`src/rtl/oneshot_pkg.sv`:
```
package oneshot_pkg;

    typedef enum logic [1:0] {
        SRC_NONE = 2'd0,
        SRC_RISE = 2'd1,
        SRC_FALL = 2'd2
    } trig_src_e;

    // True when the sample moved into the wanted level this cycle
    function automatic logic lvl_edge(logic cur, logic prev, logic want);
        return (cur == want) && (prev != want);
    endfunction

endpackage

```
`src/rtl/oneshot_sync.sv`:
```
module oneshot_sync #(
    parameter int   STAGES  = 2,
    parameter logic RST_VAL = 1'b0
) (
    input  logic clk,
    input  logic arst_n,
    input  logic din,
    output logic dout
);
    logic [STAGES-1:0] sh_d, sh_q;

    always_comb begin
        sh_d = {sh_q[STAGES-2:0], din};
    end

    always_ff @(posedge clk or negedge arst_n) begin
        if (!arst_n) sh_q <= {STAGES{RST_VAL}};
        else         sh_q <= sh_d;
    end

    assign dout = sh_q[STAGES-1];
endmodule

```
`src/rtl/oneshot_channel.sv`:
```
module oneshot_channel
    import oneshot_pkg::*;
#(
    parameter int LEN_W       = 16,
    parameter int LOCK_CYC    = 2,
    parameter int SYNC_STAGES = 2
) (
    input  logic             clk,
    input  logic             rst_n,
    input  logic             arst_n,
    input  logic             trig_hi,
    input  logic             trig_lo_n,
    input  logic [LEN_W-1:0] len,
    output logic             accept,
    output logic             pulse
);
    localparam int LOCK_W = $clog2(LOCK_CYC + 1);

    logic a_s, b_s, clr_ok;

    oneshot_sync #(.STAGES(SYNC_STAGES), .RST_VAL(1'b0)) u_sync_a (
        .clk(clk), .arst_n(rst_n), .din(trig_hi), .dout(a_s));
    oneshot_sync #(.STAGES(SYNC_STAGES), .RST_VAL(1'b1)) u_sync_b (
        .clk(clk), .arst_n(rst_n), .din(trig_lo_n), .dout(b_s));
    // Clear release passes through its own synchronizer; assertion is immediate
    oneshot_sync #(.STAGES(SYNC_STAGES), .RST_VAL(1'b0)) u_sync_clr (
        .clk(clk), .arst_n(arst_n), .din(1'b1), .dout(clr_ok));

    typedef struct packed {
        logic a_prev;
        logic b_prev;
    } edge_t;

    typedef struct packed {
        logic             run;
        logic [LEN_W-1:0] cnt;
        logic [LOCK_W-1:0] lock;
    } tmr_t;

    edge_t     edg_d, edg_q;
    tmr_t      tmr_d, tmr_q;
    trig_src_e src;

    always_comb begin
        edg_d.a_prev = a_s;
        edg_d.b_prev = b_s;

        src = SRC_NONE;
        if (clr_ok && (tmr_q.lock == '0)) begin
            if (lvl_edge(a_s, edg_q.a_prev, 1'b1) && b_s)
                src = SRC_RISE;
            else if (lvl_edge(b_s, edg_q.b_prev, 1'b0) && !a_s)
                src = SRC_FALL;
        end

        tmr_d = tmr_q;
        if (tmr_q.lock != '0)
            tmr_d.lock = tmr_q.lock - 1'b1;
        if (tmr_q.run) begin
            if (tmr_q.cnt == '0) tmr_d.run = 1'b0;
            else                 tmr_d.cnt = tmr_q.cnt - 1'b1;
        end
        if (src != SRC_NONE) begin
            tmr_d.run  = 1'b1;
            tmr_d.cnt  = (len == '0) ? '0 : len - 1'b1;
            tmr_d.lock = LOCK_W'(LOCK_CYC);
        end
    end

    // Edge history follows the pins even while the channel is cleared
    always_ff @(posedge clk or negedge rst_n) begin
        if (!rst_n) edg_q <= '{a_prev: 1'b0, b_prev: 1'b1};
        else        edg_q <= edg_d;
    end

    always_ff @(posedge clk or negedge arst_n) begin
        if (!arst_n) tmr_q <= '0;
        else         tmr_q <= tmr_d;
    end

    assign accept = (src != SRC_NONE);
    assign pulse  = tmr_q.run;
endmodule

```
`src/rtl/dual_oneshot.sv`:
```
module dual_oneshot #(
    parameter int NCH         = 2,
    parameter int LEN_W       = 16,
    parameter int LOCK_CYC    = 2,
    parameter int SYNC_STAGES = 2
) (
    input  logic                 clk,
    input  logic                 rst_n,
    input  logic [NCH-1:0]       trig_hi,
    input  logic [NCH-1:0]       trig_lo_n,
    input  logic [NCH-1:0]       clr_n,
    input  logic [NCH*LEN_W-1:0] pulse_len,
    output logic [NCH-1:0]       q,
    output logic [NCH-1:0]       q_n
);
    logic [NCH-1:0] accept;
    logic [NCH-1:0] ch_arst_n;

    for (genvar g = 0; g < NCH; g++) begin : g_ch
        assign ch_arst_n[g] = rst_n & clr_n[g];

        oneshot_channel #(
            .LEN_W(LEN_W), .LOCK_CYC(LOCK_CYC), .SYNC_STAGES(SYNC_STAGES)
        ) u_ch (
            .clk      (clk),
            .rst_n    (rst_n),
            .arst_n   (ch_arst_n[g]),
            .trig_hi  (trig_hi[g]),
            .trig_lo_n(trig_lo_n[g]),
            .len      (pulse_len[g*LEN_W +: LEN_W]),
            .accept   (accept[g]),
            .pulse    (q[g])
        );
    end

    assign q_n = ~q;
endmodule

```
`config.mk`:
```
export PLATFORM = sky130hd
export DESIGN_NAME = dual_oneshot
export DESIGN_NICKNAME = d
export VERILOG_FILES = /design/src/rtl/oneshot_pkg.sv /design/src/rtl/oneshot_sync.sv /design/src/rtl/oneshot_channel.sv /design/src/rtl/dual_oneshot.sv
export SDC_FILE = /design/constraint.sdc
export NUM_CORES = 1
export LEC_CHECK = 0
export ABC_AREA = 0
export BUFFER_PORTS_ARGS = -buffer_cell sky130_fd_sc_hd__buf_4
export CAP_MARGIN = 10
export CORE_MARGIN = 1
export CORE_UTILIZATION = 25
export DETAILED_ROUTE_END_ITERATION = 8
export HOLD_SLACK_MARGIN = 0.12
export PLACE_DENSITY = 0.46
export RECOVER_POWER = 25
export SLEW_MARGIN = 40
export SYNTH_ARGS = -nofsm -noshare
export SYNTH_HDL_FRONTEND = slang
export SYNTH_SLANG_ARGS = --single-unit
```
`constraint.sdc`:
```
create_clock -name clk -period 2.2 [get_ports clk]
set_clock_uncertainty 0.1 [all_clocks]
set_input_delay 0.11 -clock clk [delete_from_list [all_inputs] [get_ports clk]]
set_output_delay 0.11 -clock clk [all_outputs]
set_load 0.1 [all_outputs]
```
==> reports/results.tsv <==
metric	value	unit
status	completed	
Iter 0 DRT Violations	213	
Least-Margin Pin Slew	0.5394	ns
HP Class	in2reg	
register bit total from synthesis	54	
GRT Overall Usage	13.36	%
number of routed nets with antenna violations	0	
core area	12670	um^2
Vias	2901	
Mapped Area	3261	um^2
Final Hold Fails	0	
DRT Wirelength	8283	um
max_cap viols	0	
pins over their slew limit	0	
yosys warns	0	
hold path start	pulse_len[12]	
H-tree levels	2	
worst setup path category	reg2reg	
FMAX	481.1	MHz
sequential area share after synthesis	41.67	%
asr flop ratio synth	100.0	%
Critical Path Fanout Max	6	
final worst path period need	2.078	ns
Post-Syn Area per Cell	9.479	um^2
reg2reg start	g_ch[0].u_ch.tmr_q[5]	
Die Wd	116.2	um
Slew HR	64.04	%
DP HPWL	6212	um
final worst-path cycle share	94.48	%
Longest Clk Path Bufs	2	
IO buf count	43	
CTS tree	built	
vias per inst	4.709	
first-pass GRT wire length	14030	um
fin area	4423	um^2
Nets	491	
initial antenna violation count	0	
Ports	44	
Wirelength per Cell	13.45	um
Clock Tree Root	clkbuf_16	
Synth Instances	344	
total power draw	4.677	mW
Worst EP required	2.29	ns
Clock Latency Late Sink	0.30	ns
die area	13500	um^2
Synth Flop Type	dfrtp_1	
largest net degree at the start of global routing	22	
cts bufs inserted	5	
Layout area overhead	35.65	%
Power per Cell Area	1057	nW/um^2
CP Launch Type	flop	
Synth cell types	60	
vias in the first global route	2855	
CP startpoint	g_ch[0].u_ch.tmr_q[5]	
post-route DRC violation count	0	
Critical Path AT	2.17	ns
CTS sink cnt	54	
EDFF count, synth	0	
drt first pass iters	4	
# setup viols final	0	
final setup TNS	0	ns
GPL Wtd Cong	0.8131	
VDD IR max	0.6285	mV
layout cell share with drive strength beyond 1	24.10	%
CTS clk-pin slew, worst paths	0.08	ns
Congestion Overflow GR	0	
Leakage Power	1.832	nW
die height	116.2	um
# diodes	0	
initial cell density of the core	25.73	%
CP Capture Type	flop	
Cell Rows	41	
Placed Area	3963	um^2
RSZ-0062 raised after global routing	no	
cells by family (layout without fill, tap and decap cells):
family,Yosys count,after routing,synth area share [%]
and+or+nand+nor,141,141,24.06
AOI/OAI and AO/OA,65,65,14.24
DFF,54,54,41.67
xor gates and xnor gates,38,38,10.21
buffers and inverters,27,126,3.492
muxes,10,10,3.147
adders and majority gates,8,8,3.070
other,1,2,0.1150
layout by cell type (no fill, tap or decap), types with 4 or more instances in the layout:
| cell type | Yosys | routed |
|---|---|---|
| nand4_1 | 12 | 12 |
| dfrtp_1 | 48 | 48 |
| nor4_1 | 7 | 7 |
| mux2i_1 | 8 | 8 |
| dfstp_2 | 6 | 5 |
| nor3_1 | 16 | 16 |
| dlygate4sd3_1 | 0 | 29 |
| buf_4 | 2 | 66 |
| xor2_1 | 28 | 28 |
| a21oi_1 | 9 | 8 |
| nand2_1 | 21 | 20 |
| clkbuf_16 | 0 | 5 |
| ha_1 | 8 | 8 |
| nor2_1 | 31 | 31 |
| xnor2_1 | 10 | 10 |
| inv_1 | 17 | 17 |
| nand3_1 | 13 | 13 |
| nor3b_1 | 6 | 6 |
| o21ai_0 | 4 | 4 |
| clkbuf_4 | 0 | 4 |
| or3_1 | 6 | 5 |
| o22ai_1 | 22 | 22 |
layer usage:
layer,part of all wire (%),global-route usage (%)
met3,2.9,2.335
met1,47,17.01
met5,0,0
met4,0.83,3.077
met2,49,23.53
through the flow:
stage          worst slack, ns  std cells  util (%)  hold WS [ns]
2_1_floorplan           0.1395        345         -       -0.2856
3_3_place_gp            0.1192        578     31.27       -0.1410
3_5_place_dp           0.08307        578     31.27       -0.1409
4_1_cts                0.06829        615     34.78        0.1203
5_1_grt                0.01462        616     34.91        0.1452
6_report                0.1215        616     34.91        0.1257
cell usage after synthesis, types with 4 or more instances:
library cell	count	area share, %
mux2i_1	8	2.5
nor3b_1	6	1.4
nor4_1	7	1.3
dfstp_2	6	4.8
or3_1	6	1.2
nand4_1	12	2.3
buf_2	4	0.61
nor2_1	31	3.6
xnor2_1	10	2.7
o21ai_0	4	0.61
ha_1	8	3.1
a21oi_1	9	1.4
o22ai_1	22	4.2
inv_1	17	2.0
nand3_1	13	2.0
xor2_1	28	7.5
nor3_1	16	2.5
nand2_1	21	2.4
dfrtp_1	48	37
cell type report:
class                      count  area, um^2
fill                        1315        8248
multi-input combinational    264        1807
sequential                    54        1359
timing repair buffer         101       824.5
tap                          172       215.2
clock buffer                   5       125.1
inverter                      17       63.81
clock inverter                 3       28.78
state kept, by name (all words and copies together) (netlist names):
name,cells
g_ch.u_ch.pulse,2
g_ch.u_ch.u_sync_b.sh_q,4
g_ch.u_ch.u_sync_clr.sh_q,4
g_ch.u_ch.tmr_q,36
g_ch.u_ch.edg_q,4
g_ch.u_ch.u_sync_a.sh_q,4
worst max-delay path, stage by stage, from the launching register on:
cell     delay (ns)
dfrtp_1        0.41
or3_4          0.41
or3_4          0.37
o21a_1         0.24
or2_4          0.25
o22a_1         0.19
where the power goes:
part	switching, mW	internal (mW)	total (mW)	leakage, nW
logic	1.17	0.935	2.11	1.10
registers	0.368	1.37	1.74	0.653
clock network	0.392	0.435	0.827	0.0759
final timing paths:
kind	end	slack, ns	cells after the start
hold reg to reg	g_ch[0].u_ch.u_sync_clr.sh_q[1]	0.25	0
max in group asynchronous	g_ch[1].u_ch.edg_q[1]	0.81	3
hold / removal	g_ch[0].u_ch.tmr_q[14]	0.13	4
setup reg to reg	g_ch[0].u_ch.tmr_q[3]	0.12	5
setup / recovery	g_ch[0].u_ch.tmr_q[3]	0.12	5
min in group asynchronous	g_ch[1].u_ch.pulse	0.35	4
repair_timing:
| action | CTS | global route |
|---|---|---|
| setup endpoints to repair | 0 | 11 |
| hold buffers | 29 | 0 |
| endpoints found under the hold margin | 78 | 0 |
| buffers inserted | 0 | 1 |
| gates resized for setup | 0 | 4 |
Note: power is estimated with default switching activity, not from simulation.
